[src/rtl/dsd_pkg.sv]
package dsd_pkg;
  typedef enum logic [1:0] {
    TGT_EXT  = 2'd0,
    TGT_XRAM = 2'd1,
    TGT_CAN  = 2'd2,
    TGT_HOLE = 2'd3
  } xtgt_e;

  localparam int NUM_XTGT = 4;
  localparam int NUM_PAGE = 2;
  localparam logic [7:0] FILL_BYTE = 8'hFF;
endpackage

[src/rtl/dsd_rstsync.sv]
module dsd_rstsync #(
  parameter int STAGES = 2
) (
  input  logic clk,
  input  logic rst_n,
  output logic rst_sync_n
);
  logic [STAGES-1:0] chain_q;

  always_ff @(posedge clk or negedge rst_n) begin
    if (!rst_n) chain_q <= '0;
    else        chain_q <= {chain_q[STAGES-2:0], 1'b1};
  end

  assign rst_sync_n = chain_q[STAGES-1];
endmodule

[src/rtl/dsd_xdec.sv]
module dsd_xdec
  import dsd_pkg::*;
#(
  parameter int ADDR_W     = 16,
  parameter int XRAM_BYTES = 1024,
  parameter bit HAS_CAN    = 1'b1,
  parameter int CAN_BASE   = 'hF700,
  parameter int CAN_BYTES  = 256
) (
  input  logic [ADDR_W-1:0] addr,
  output xtgt_e             tgt
);
  localparam int SPACE = 1 << ADDR_W;
  localparam logic [ADDR_W:0] XRAM_LO = (ADDR_W+1)'(SPACE - XRAM_BYTES);
  localparam logic [ADDR_W:0] WIN_LO  = (ADDR_W+1)'(CAN_BASE);
  localparam logic [ADDR_W:0] WIN_HI  = (ADDR_W+1)'(CAN_BASE + CAN_BYTES);

  logic [ADDR_W:0] a_ext;
  logic            xram_hit;
  logic            win_hit;
  logic            ext_hit;

  assign a_ext    = {1'b0, addr};
  assign xram_hit = (a_ext >= XRAM_LO);
  assign ext_hit  = (a_ext < WIN_LO);

  generate
    if (HAS_CAN) begin : g_win
      assign win_hit = (a_ext >= WIN_LO) && (a_ext < WIN_HI);
    end else begin : g_nowin
      assign win_hit = 1'b0;
    end
  endgenerate

  always_comb begin
    if (xram_hit)     tgt = TGT_XRAM;
    else if (win_hit) tgt = TGT_CAN;
    else if (ext_hit) tgt = TGT_EXT;
    else              tgt = TGT_HOLE;
  end
endmodule

[src/rtl/dsd_sfrdec.sv]
module dsd_sfrdec #(
  parameter int SFR_AW  = 8,
  parameter int NUM_MAP = 5,
  parameter logic [NUM_MAP*SFR_AW-1:0] MAP_ADDRS = {8'hF7, 8'hBC, 8'h9E, 8'h8E, 8'h86}
) (
  input  logic [SFR_AW-1:0] addr,
  input  logic              map_on,
  output logic              to_mapped,
  output logic              bit_ok
);
  localparam int BITGRP_W = 3;

  logic [NUM_MAP-1:0] match;

  generate
    for (genvar i = 0; i < NUM_MAP; i++) begin : g_match
      assign match[i] = (addr == MAP_ADDRS[i*SFR_AW +: SFR_AW]);
    end
  endgenerate

  assign to_mapped = map_on && (|match);
  assign bit_ok    = (addr[BITGRP_W-1:0] == '0);
endmodule

[src/rtl/dsd_mapreg.sv]
module dsd_mapreg #(
  parameter int SFR_AW = 8,
  parameter logic [SFR_AW-1:0] CTRL_ADDR = 8'hB6
) (
  input  logic              clk,
  input  logic              rst_n,
  input  logic              req,
  input  logic              wr,
  input  logic [SFR_AW-1:0] addr,
  input  logic              wbit,
  output logic              map_q
);
  logic map_en;
  logic map_d;

  always_comb begin
    map_en = req && wr && (addr == CTRL_ADDR);
    map_d  = wbit;
  end

  always_ff @(posedge clk or negedge rst_n) begin
    if (!rst_n)      map_q <= 1'b0;
    else if (map_en) map_q <= map_d;
  end
endmodule

[src/rtl/dspace_decode.sv]
module dspace_decode
  import dsd_pkg::*;
#(
  parameter int ADDR_W     = 16,
  parameter int XRAM_BYTES = 1024,
  parameter bit HAS_CAN    = 1'b1,
  parameter int CAN_BASE   = 'hF700,
  parameter int CAN_BYTES  = 256,
  parameter int SFR_AW     = 8,
  parameter int NUM_MAP    = 5,
  parameter logic [NUM_MAP*SFR_AW-1:0] MAP_ADDRS = {8'hF7, 8'hBC, 8'h9E, 8'h8E, 8'h86},
  parameter logic [SFR_AW-1:0] CTRL_ADDR = 8'hB6
) (
  input  logic                clk,
  input  logic                rst_n,
  input  logic                x_req,
  input  logic [ADDR_W-1:0]   x_addr,
  input  logic                x_wr,
  output logic [NUM_XTGT-1:0] x_sel,
  output logic                x_wr_fwd,
  output logic [7:0]          x_fill,
  input  logic                s_req,
  input  logic [SFR_AW-1:0]   s_addr,
  input  logic                s_wr,
  input  logic                s_wbit,
  output logic [NUM_PAGE-1:0] s_page,
  output logic                s_bitadr,
  output logic                map_state
);
  logic rst_q_n;

  dsd_rstsync #(.STAGES(2)) u_rst (
    .clk(clk), .rst_n(rst_n), .rst_sync_n(rst_q_n)
  );

  xtgt_e tgt;

  dsd_xdec #(
    .ADDR_W(ADDR_W), .XRAM_BYTES(XRAM_BYTES), .HAS_CAN(HAS_CAN),
    .CAN_BASE(CAN_BASE), .CAN_BYTES(CAN_BYTES)
  ) u_xdec (
    .addr(x_addr), .tgt(tgt)
  );

  logic map_q;
  logic to_mapped;
  logic bit_ok;

  dsd_mapreg #(.SFR_AW(SFR_AW), .CTRL_ADDR(CTRL_ADDR)) u_map (
    .clk(clk), .rst_n(rst_q_n), .req(s_req), .wr(s_wr),
    .addr(s_addr), .wbit(s_wbit), .map_q(map_q)
  );

  dsd_sfrdec #(.SFR_AW(SFR_AW), .NUM_MAP(NUM_MAP), .MAP_ADDRS(MAP_ADDRS)) u_sfr (
    .addr(s_addr), .map_on(map_q), .to_mapped(to_mapped), .bit_ok(bit_ok)
  );

  // next-state decode
  logic [NUM_XTGT-1:0] x_sel_d;
  logic                x_wr_d;
  logic [7:0]          x_fill_d;
  logic [NUM_PAGE-1:0] s_page_d;
  logic                s_bit_d;

  always_comb begin
    x_sel_d  = '0;
    x_wr_d   = 1'b0;
    x_fill_d = 8'h00;
    if (x_req) begin
      x_sel_d[tgt] = 1'b1;
      x_wr_d       = x_wr && (tgt != TGT_HOLE);
      if (!x_wr && (tgt == TGT_HOLE)) x_fill_d = FILL_BYTE;
    end
  end

  always_comb begin
    s_page_d = '0;
    s_bit_d  = 1'b0;
    if (s_req) begin
      s_page_d[to_mapped ? 1 : 0] = 1'b1;
      s_bit_d = bit_ok;
    end
  end

  // output registers
  always_ff @(posedge clk or negedge rst_q_n) begin
    if (!rst_q_n) begin
      x_sel    <= '0;
      x_wr_fwd <= 1'b0;
      x_fill   <= 8'h00;
      s_page   <= '0;
      s_bitadr <= 1'b0;
    end else begin
      x_sel    <= x_sel_d;
      x_wr_fwd <= x_wr_d;
      x_fill   <= x_fill_d;
      s_page   <= s_page_d;
      s_bitadr <= s_bit_d;
    end
  end

  assign map_state = map_q;
endmodule

[config.mk]
export PLATFORM = sky130hd
export DESIGN_NAME = dspace_decode
export DESIGN_NICKNAME = d
export VERILOG_FILES = /design/src/rtl/dsd_pkg.sv /design/src/rtl/dsd_rstsync.sv /design/src/rtl/dsd_xdec.sv /design/src/rtl/dsd_sfrdec.sv /design/src/rtl/dsd_mapreg.sv /design/src/rtl/dspace_decode.sv
export SDC_FILE = /design/constraint.sdc
export NUM_CORES = 1
export LEC_CHECK = 0
export BUFFER_PORTS_ARGS = -buffer_cell sky130_fd_sc_hd__buf_4
export CAP_MARGIN = 20
export CORE_MARGIN = 2
export CORE_UTILIZATION = 39
export DETAILED_ROUTE_END_ITERATION = 10
export PLACE_DENSITY = 0.82
export RECOVER_POWER = 100
export SETUP_SLACK_MARGIN = 0.4
export SLEW_MARGIN = 40
export SYNTH_ARGS = -nofsm -noshare
export SYNTH_HDL_FRONTEND = slang
export SYNTH_HIERARCHICAL = 1
export SYNTH_SLANG_ARGS = --single-unit
[constraint.sdc]
create_clock -name clk -period 1.77 [get_ports clk]
set_clock_uncertainty 0.05 [all_clocks]
set_input_delay 0.354 -clock clk [delete_from_list [all_inputs] [get_ports clk]]
set_output_delay 0.354 -clock clk [all_outputs]
set_load 0.05 [all_outputs]
==> impl_metrics.env, run 1 <==
export IMPL_status="completed"
export IMPL_syn_area_sq_um=561.8
export IMPL_gr_total_overflow=0
export IMPL_syn_inst=50
export IMPL_hpwl_mm=1.055
export IMPL_crit_buf_inv=1
export IMPL_gp_congestion=0.8063
export IMPL_power_frac_comb=0.154
export IMPL_start_kind="flop"
export IMPL_finalCritPeriodShare=0.8574
export IMPL_drtPass1Iterations=4
export IMPL_grt_pass1_vias=518
export IMPL_h_tree_depth=1
export IMPL_setup_worst_path_class="flop to output port"
export IMPL_cp_top_family="buffers and inverters"
export IMPL_p_seq_frac=0.527
export IMPL_rsz0062_at_grt="yes"
export IMPL_layout_nets=119
export IMPL_cp_slowest_cell="clkbuf_1"
export IMPL_wl_per_cell_um=12.49
export IMPL_setup_worst_path_end_class="output port"
export IMPL_ys_types=26
export IMPL_postCtsSetupBuffers=0
export IMPL_core_area_sq_um=1318
export IMPL_p_total_mw=0.5458
export IMPL_required_ns=1.37
export IMPL_instances_no_fill=102
export IMPL_antenna_found_initial=0
export IMPL_gr_usage_all_layers=0.1679
export IMPL_grt_max_degree=11
export IMPL_ys_ff_latch=12
export IMPL_crit_fanout=3
export IMPL_vias_per_cell=5.020
export IMPL_die_area_sq_um=1760
export IMPL_die_h_um=41.96
export IMPL_clk_pin_slew_ns=0.07
export IMPL_power_density_nw_per_um2=687.0
export IMPL_slowest_delay_ns=0.47
export IMPL_clkPwrFrac=0.319
export IMPL_n_antenna_cell=0
export IMPL_area_delta_synth_final_pct=41.43
export IMPL_routed_wl_mm=1.274
export IMPL_ys_seq_area_frac=0.5345
export IMPL_ant_nets=0
export IMPL_insertion_delay_ns=0.27
export IMPL_first_iter_violations=7
export IMPL_tightest_slew_ns=0.5998
export IMPL_finalCriticalPeriod_ns=1.518
export IMPL_slew_limit_headroom=0.6019
export IMPL_slew_violations=0
export IMPL_yosysWarnings=6
export IMPL_cap_violations=0
export IMPL_p_int_mw=0.4096
export IMPL_drc=0
export IMPL_portBuffers=39
export IMPL_holdCritPathClass="flop to async pin"
export IMPL_root_buffer="clkbuf_4"
export IMPL_post_cts_resized=0
export IMPL_ioPinCount=48
export IMPL_arrival_ns=1.11
export IMPL_swShare=0.2495
export IMPL_cellLeakagePower_nw=0.4077
export IMPL_timing_fmax_ghz=0.6589
export IMPL_vdd_ir_drop_max_mv=0.3797
export IMPL_grt_pass1_wl_mm=2.166
export IMPL_dp_cells=97
export IMPL_initial_core_util=0.4264
export IMPL_vias=512
export IMPL_row_count=13
export IMPL_whs_ns=0.1085
export IMPL_final_layout_size_suffix_gt1_frac=0.3678
export IMPL_cts_sinks=12
export IMPL_setup_tns_ns=0
export IMPL_cts_tree="built"
export IMPL_synth_nets=81
export IMPL_hold_viol=0
export IMPL_power_switching_mw=0.1362
export IMPL_setup_viol=0
export IMPL_syn_area_per_cell_sq_um=11.24
export IMPL_path_cells="clkbuf_1"
export IMPL_die_w_um=41.96
export IMPL_cts_buffers_inserted=3
export IMPL_clockBufferDepth=2
cell families (layout without fill, tap and decap cells):
family          count (synthesis)  in the layout  synth area share
compound gates                  5              5           0.04899
buf+inv                         9             46            0.1069
flops                          12             12            0.5345
mux                             1              1           0.02004
other cells                     1              1          0.006675
simple gates                   22             22            0.2829
what timing repair did:
item | 4_1_cts | 5_1_grt
setup endpoints to repair | 0 | 4
hold buffers | 1 | 0
endpoints found under the hold margin | 2 | 0
cell type report:
type | count | area (sq um)
well taps | 15 | 18.77
multi-input cells | 29 | 201.4
clock buffers | 4 | 26.28
flip-flops and latches | 12 | 300.3
repair buffers | 40 | 240.2
inverters | 2 | 7.507
fillers | 135 | 523.0
path summary, 6_finish.rpt:
path | from | end | slack [ns] | depth (start not counted)
min reg2reg | u_rst/chain_q[1] | x_sel[1] | 0.11 | 0
max | u_map/map_q | map_state | 0.25 | 1
min in group clk | s_wbit | u_map/map_q | 0.24 | 2
max reg2reg | u_map/map_q | s_page[1] | 0.89 | 3
max in group asynchronous | rst_n | u_rst/chain_q[1] | 1.19 | 2
min | u_rst/chain_q[1] | x_sel[1] | 0.11 | 0
power groups by stage:
stage / combinational (mW) / sequential [mW] / clock, mW
after floorplan: 0.0133 / 0.311 / 0
after global placement: 0.0872 / 0.293 / 0
after detailed placement: 0.0902 / 0.294 / 0
after CTS: 0.0920 / 0.288 / 0.179
after global routing: 0.0912 / 0.289 / 0.188
final: 0.0842 / 0.288 / 0.174
metrics by stage:
stage | cell area, sq um | worst slack [ns] | util
floorplan | 563.0 | 0.5593 | -
global placement | 822.0 | 0.4069 | 0.6239
detailed placement | 822.0 | 0.3821 | 0.6239
CTS | 858.3 | 0.4281 | 0.6515
global route | 794.5 | 0.2093 | 0.6030
finish | 794.5 | 0.2523 | 0.6030
state kept, by name, indices dropped and copies added, names as in the netlist:
| signal | count |
|---|---|
| x_fill | 1 |
| u_map/map_q | 1 |
| u_rst/chain_q | 2 |
| s_bitadr | 1 |
| x_sel | 4 |
| x_wr_fwd | 1 |
| s_page | 2 |
synthesized netlist by cell type:
library cell / number / share of area
nand3_1: 1 / 0.0089
nand2_1: 2 / 0.013
nor2_1: 2 / 0.013
and4b_2: 1 / 0.020
and3b_1: 1 / 0.016
o211ai_1: 1 / 0.013
nor2b_1: 1 / 0.011
nand2b_1: 1 / 0.011
inv_1: 2 / 0.013
mux2_1: 1 / 0.020
a21oi_1: 3 / 0.027
and4b_1: 1 / 0.018
nor4b_1: 1 / 0.016
o21ai_0: 1 / 0.0089
and3_1: 1 / 0.011
nor3_1: 1 / 0.0089
dfrtp_1: 12 / 0.53
conb_1: 1 / 0.0067
and2b_1: 1 / 0.013
nor3b_1: 1 / 0.013
nor4b_2: 1 / 0.027
buf_4: 7 / 0.094
and2_1: 2 / 0.022
nand4b_1: 1 / 0.016
nand4_1: 2 / 0.022
and4bb_1: 1 / 0.022
placed cells by master, fill, tap and decap left out, drive strengths merged:
cell type    instances
a21oi                3
and2                 2
and2b                1
and3                 1
and3b                1
and4b                2
and4bb               1
buf                 20
clkbuf              23
conb                 1
dfrtp               12
dlygate4sd3          1
inv                  2
mux2                 1
nand2                2
nand2b               1
nand3                1
nand4                2
nand4b               1
nor2                 2
nor2b                1
nor3                 1
nor3b                1
nor4b                2
o211ai               1
o21ai                1
per-layer routing:
layer	vias to the layer above	wire, um	part of all wire	global-route usage
met5	-	0	0	0
met4	0	29	0.023	0.1161
met3	4	108	0.085	0.06522
met2	21	699	0.55	0.2906
met1	245	437	0.34	0.1607
li1	242	-	-	-
(Power assumes the default switching activity.)
==> run 2: changes to the inputs <==
ABC_AREA = 1   (was not set)
CORE_UTILIZATION = 40   (was 39)
PLACE_DENSITY = 0.81   (was 0.82)
REMOVE_ABC_BUFFERS = 1   (was not set)
==> impl_metrics.env, run 2 <==
export IMPL_status="completed"
export IMPL_hpwl_mm=1.098
export IMPL_crit_fanout=3
export IMPL_regMostFlops="x_sel"
export IMPL_clockBufferDepth=2
export IMPL_cap_violations=0
export IMPL_cts_buffers_inserted=3
export IMPL_holdCritPathClass="flop to async pin"
export IMPL_ys_ff_latch=12
export IMPL_whs_ns=0.1122
export IMPL_setup_viol=0
export IMPL_setup_worst_path_class="flop to output port"
export IMPL_ys_seq_area_frac=0.4888
export IMPL_hold_viol=0
export IMPL_h_tree_depth=1
export IMPL_postCtsSetupBuffers=0
export IMPL_p_total_mw=0.5940
export IMPL_gr_usage_all_layers=0.1557
export IMPL_seq_area_sq_um=300.3
export IMPL_finalCritPeriodShare=0.8535
export IMPL_final_layout_size_suffix_gt1_frac=0.3103
export IMPL_core_area_sq_um=1471
export IMPL_row_count=14
export IMPL_syn_area_sq_um=614.3
export IMPL_cp_top_family="buffers and inverters"
export IMPL_path_depth=1
export IMPL_gp_congestion=0.8275
export IMPL_slew_violations=0
export IMPL_syn_inst=79
export IMPL_fillers=167
export IMPL_dp_cells=127
export IMPL_yosys_area_top_type="dfrtp_1"
export IMPL_cts_tree="built"
export IMPL_die_w_um=43.19
export IMPL_fin_ws_ns=0.2593
export IMPL_grt_max_degree=11
export IMPL_final_cell_mix="buf_4 (20), nand2_1 (19), inv_1 (15), dfrtp_1 (12), clkbuf_1 (11)"
export IMPL_fin_area_sq_um=857.1
export IMPL_path_cells="clkbuf_1"
export IMPL_area_delta_synth_final_pct=39.51
export IMPL_required_ns=1.37
export IMPL_gr_total_overflow=0
export IMPL_ys_types=14
export IMPL_crit_buf_inv=1
export IMPL_portBuffers=39
export IMPL_ioPinCount=48
export IMPL_die_area_sq_um=1865
export IMPL_vdd_ir_drop_max_mv=0.5348
export IMPL_yosys_top_cells_count="nand2_1 (19), inv_1 (15), dfrtp_1 (12)"
export IMPL_n_antenna_cell=0
export IMPL_top_regs="x_sel (4), s_page (2), u_rst/chain_q (2)"
export IMPL_synthTopCellsByArea="dfrtp_1 (49%), nand2_1 (12%), inv_1 (9.2%), buf_4 (8.6%), nor2_1 (4.9%)"
export IMPL_finalCriticalPeriod_ns=1.511
export IMPL_instances_no_fill=132
export IMPL_layout_nets=148
export IMPL_pre_cts_ws_ns=0.4897
export IMPL_ys_flop_type="dfrtp_1"
export IMPL_drtPass1Iterations=2
export IMPL_clk_pin_slew_ns=0.07
export IMPL_tightest_slew_ns=0.6040
export IMPL_cts_sinks=12
export IMPL_slew_limit_headroom=0.5991
export IMPL_ant_nets=0
export IMPL_die_h_um=43.19
export IMPL_vias=591
export IMPL_start_kind="flop"
export IMPL_vias_per_cell=4.477
export IMPL_cellLeakagePower_nw=0.5015
export IMPL_synth_most_common_cell="nand2_1"
export IMPL_insertion_delay_ns=0.26
export IMPL_setup_worst_path_end_class="output port"
export IMPL_async_reset_ff_frac=1.000
export IMPL_cp_slowest_cell="clkbuf_1"
export IMPL_synth_edf_count=0
export IMPL_antenna_found_initial=0
export IMPL_routed_wl_mm=1.291
export IMPL_largest_reg_flops=4
export IMPL_synth_top_cell_area_share=0.4888
export IMPL_root_buffer="clkbuf_4"
export IMPL_first_iter_violations=3
export IMPL_timing_fmax_ghz=0.6620
export IMPL_multi_input_area_sq_um=200.2
export IMPL_yosysWarnings=6
export IMPL_slowest_delay_ns=0.48
export IMPL_drc=0
export IMPL_grt_pass1_wl_mm=2.221
export IMPL_power_density_nw_per_um2=693.0
export IMPL_rsz0062_at_grt="no"
export IMPL_dpl_cell_area_sq_um=874.6
export IMPL_layout_commonest_cell="buf_4"
export IMPL_syn_area_per_cell_sq_um=7.776
export IMPL_worst_r2r_cell_count=5
export IMPL_wl_per_cell_um=9.780
export IMPL_arrival_ns=1.11
export IMPL_initial_core_util=0.4175
export IMPL_grt_pass1_vias=598
-- run 2: changes by cell type in the layout (fill, tap and decap cells not counted), sizes merged, moves of 2 or more --
cell,change
and2,-2
and4b,-2
inv,+13
nand2,+17
nand3,+5
nor2,+10
nor4b,-2
-- run 2: kinds of logic after synthesis --
group           synth area share
simple gates              0.2892
other cells             0.006104
compound gates           0.03869
buf+inv                   0.1772
flops                     0.4888
-- run 2: final timing paths --
| check | slack (ns) | startpoint | end |
|---|---|---|---|
| worst max-delay path | 0.26 | u_map/map_q | map_state |
| worst min-delay path | 0.11 | u_rst/chain_q[1] | s_page[1] |
| worst max register to register | 0.79 | u_map/map_q | s_page[0] |
| worst min register to register | 0.11 | u_rst/chain_q[1] | s_page[1] |
| max in group asynchronous | 1.20 | rst_n | u_rst/chain_q[1] |
| min in group clk | 0.19 | x_wr | x_fill[6] |
-- run 2: layout make-up --
| class | count | share of cell area |
|---|---|---|
| sequential | 12 | 0.3504 |
| timing repair buffer | 40 | 0.2847 |
| multi-input combinational | 45 | 0.2336 |
| inverter | 15 | 0.06569 |
| clock buffer | 4 | 0.04234 |
| tap | 16 | 0.02336 |
-- run 2: through the flow --
stage	util	setup TNS [ns]
floorplan	-	-10.43
detailed placement	0.5944	0
finish	0.5825	0
CTS	0.6267	0
global route	0.5825	0
global placement	0.5944	0
-- run 2: report_power, final --
group | total (mW) | internal, mW | switching (mW)
Clock | 0.209 | 0.125 | 0.0844
Sequential | 0.288 | 0.282 | 0.00598
Combinational | 0.0972 | 0.0428 | 0.0543
Total | 0.594 | 0.449 | 0.145
-- run 2: metal layers --
| layer | up-vias | track usage | wire length, um |
|---|---|---|---|
| met5 | - | 0 | 0 |
| met4 | 0 | 0.09697 | 14 |
| met3 | 2 | 0.02128 | 96 |
| met2 | 27 | 0.2836 | 669 |
| met1 | 260 | 0.1640 | 511 |
| li1 | 302 | - | - |
-- run 2: what timing repair did --
| action | in CTS | in global routing |
|---|---|---|
| endpoints found under the hold margin | 2 | 0 |
| hold buffers | 1 | 0 |
| setup endpoints to repair | 8 | 0 |
| resized for setup | 1 | 0 |
==> run 3: changes to the inputs <==
CORE_UTILIZATION = 39   (was 40)
HOLD_SLACK_MARGIN = 0.03   (was not set)
SYNTH_HIERARCHICAL = not set   (was 1)
==> impl_metrics.env, run 3 <==
export IMPL_arrival_ns=1.08
export IMPL_path_cells="clkbuf_1"
export IMPL_portBuffers=39
export IMPL_n_antenna_cell=0
export IMPL_async_reset_ff_frac=1.000
export IMPL_cts_tree="built"
export IMPL_worst_r2r_cell_count=2
export IMPL_vias_per_cell=4.597
export IMPL_required_ns=1.37
export IMPL_slowest_delay_ns=0.48
export IMPL_syn_area_per_cell_sq_um=8.409
export IMPL_ant_nets=0
export IMPL_status="completed"
export IMPL_gr_usage_all_layers=0.1548
export IMPL_path_depth=1
export IMPL_ys_ff_latch=12
export IMPL_cp_top_family="buffers and inverters"
export IMPL_dp_cells=115
export IMPL_synth_most_common_cell="dfrtp_1"
export IMPL_final_cell_mix="buf_4 (20), nand2_1 (12), dfrtp_1 (12), nor2_1 (10), inv_1 (10)"
export IMPL_grt_pass1_wl_mm=2.042
export IMPL_setup_viol=0
export IMPL_synth_edf_count=0
export IMPL_cp_slowest_cell="clkbuf_1"
export IMPL_grt_pass1_vias=467
export IMPL_final_layout_size_suffix_gt1_frac=0.3365
export IMPL_r2r_slack_ns=1.07
export IMPL_pre_cts_ws_ns=0.6170
export IMPL_antenna_found_initial=0
export IMPL_routed_wl_mm=1.219
export IMPL_grt_max_degree=11
export IMPL_crit_fanout=1
export IMPL_layout_commonest_cell="buf_4"
export IMPL_setup_worst_path_end_class="output port"
export IMPL_p_total_mw=0.5374
export IMPL_ys_types=17
export IMPL_die_h_um=42.29
export IMPL_tightest_slew_ns=0.6150
export IMPL_utilization=0.6013
export IMPL_layout_nets=137
export IMPL_holdCritPathClass="flop to async pin"
export IMPL_crit_buf_inv=1
export IMPL_ys_flop_type="dfrtp_1"
export IMPL_vias=547
export IMPL_insertion_delay_ns=0.26
export IMPL_vdd_ir_drop_max_mv=0.5124
export IMPL_initial_core_util=0.4287
export IMPL_reg2reg_from="u_map.map_q"
export IMPL_syn_area_sq_um=571.8
export IMPL_postCtsSetupBuffers=0
export IMPL_hpwl_mm=1.020
export IMPL_h_tree_depth=1
export IMPL_power_density_nw_per_um2=670.1
export IMPL_cap_violations=0
export IMPL_yosys_top_cells_count="dfrtp_1 (12), nand2_1 (11), inv_1 (10)"
export IMPL_synthTopCellsByArea="dfrtp_1 (53%), buf_4 (9.2%), nand2_1 (7.2%), inv_1 (6.6%), nor2_1 (5.9%)"
export IMPL_gr_total_overflow=0
export IMPL_start_kind="flop"
export IMPL_fin_ws_ns=0.2852
export IMPL_rsz0062_at_grt="no"
export IMPL_drc=0
export IMPL_row_count=13
export IMPL_ioPinCount=48
export IMPL_regMostFlops="x_sel"
export IMPL_die_area_sq_um=1788
export IMPL_slew_limit_headroom=0.5918
export IMPL_yosysWarnings=0
export IMPL_synth_top_cell_area_share=0.5252
export IMPL_slew_violations=0
export IMPL_top_regs="x_sel (4), s_page (2), u_rst.chain_q (2)"
export IMPL_first_iter_violations=13
export IMPL_core_area_sq_um=1334
export IMPL_largest_reg_flops=4
export IMPL_gp_congestion=0.7742
export IMPL_timing_fmax_ghz=0.6735
export IMPL_cts_buffers_inserted=3
export IMPL_instances_no_fill=119
export IMPL_ys_seq_area_frac=0.5252
export IMPL_clockBufferDepth=2
export IMPL_wl_per_cell_um=10.24
export IMPL_drtPass1Iterations=4
export IMPL_finalCritPeriodShare=0.8389
export IMPL_clk_pin_slew_ns=0.07
export IMPL_area_delta_synth_final_pct=40.26
export IMPL_hold_viol=0
export IMPL_cts_sinks=12
export IMPL_root_buffer="clkbuf_4"
export IMPL_die_w_um=42.29
export IMPL_cp_startpoint="s_page[0]"
export IMPL_setup_worst_path_class="flop to output port"
export IMPL_cellLeakagePower_nw=0.4524
export IMPL_finalCriticalPeriod_ns=1.485
export IMPL_syn_inst=68
export IMPL_yosys_area_top_type="dfrtp_1"
==> run 3: kinds of logic after synthesis <==
| group | after synthesis | synth area share |
|---|---|---|
| AO/OA/AOI/OAI | 4 | 0.03499 |
| buffers and inverters | 18 | 0.1641 |
| flip-flops | 12 | 0.5252 |
| other | 1 | 0.006558 |
| AND/OR/NAND/NOR | 33 | 0.2692 |
==> run 3: final cells by class <==
cell class	count	area, sq um
Fill cell	132	531.8
Multi-Input combinational cell	38	167.7
Sequential cell	12	300.3
Clock buffer	3	22.52
Inverter	11	41.29
Timing Repair Buffer	40	251.5
Tap cell	15	18.77
==> run 3: power by group <==
part	total, mW	switching, mW	internal, mW
Sequential	0.288	0.00648	0.282
Combinational	0.0917	0.0505	0.0413
Clock	0.158	0.0790	0.0786
==> run 3: what timing repair did <==
action,in CTS,in global routing
endpoints found under the setup margin,8,0
endpoints found under the hold margin,2,0
resized for setup,1,0
hold buffers,1,0
==> run 3: final timing paths <==
path / end
worst max-delay path: s_page[0]
worst max register to register: u_map.map_q
min in group clk: x_fill[6]
max in group asynchronous: u_rst.chain_q[1]
worst min register to register: s_page[0]
worst min-delay path: s_page[0]
==> run 3: metrics by stage <==
step / area [sq um] / hold WS (ns) / TNS, ns
final: 802.0 / 0.1004 / 0
after global routing: 802.0 / 0.1608 / 0
after CTS: 864.6 / 0.1211 / 0
after detailed placement: 830.8 / 0.08862 / 0
after global placement: 830.8 / 0.08735 / 0
after floorplan: 519.2 / 0.008409 / -10.43
==> run 3: routing by layer <==
metal | global-route usage | wire length [um] | vias up
li1 | - | - | 279
met1 | 0.1621 | 470 | 241
met2 | 0.2646 | 639 | 25
met3 | 0.07759 | 98 | 2
met4 | 0.05625 | 11 | 0
met5 | 0 | 0 | -
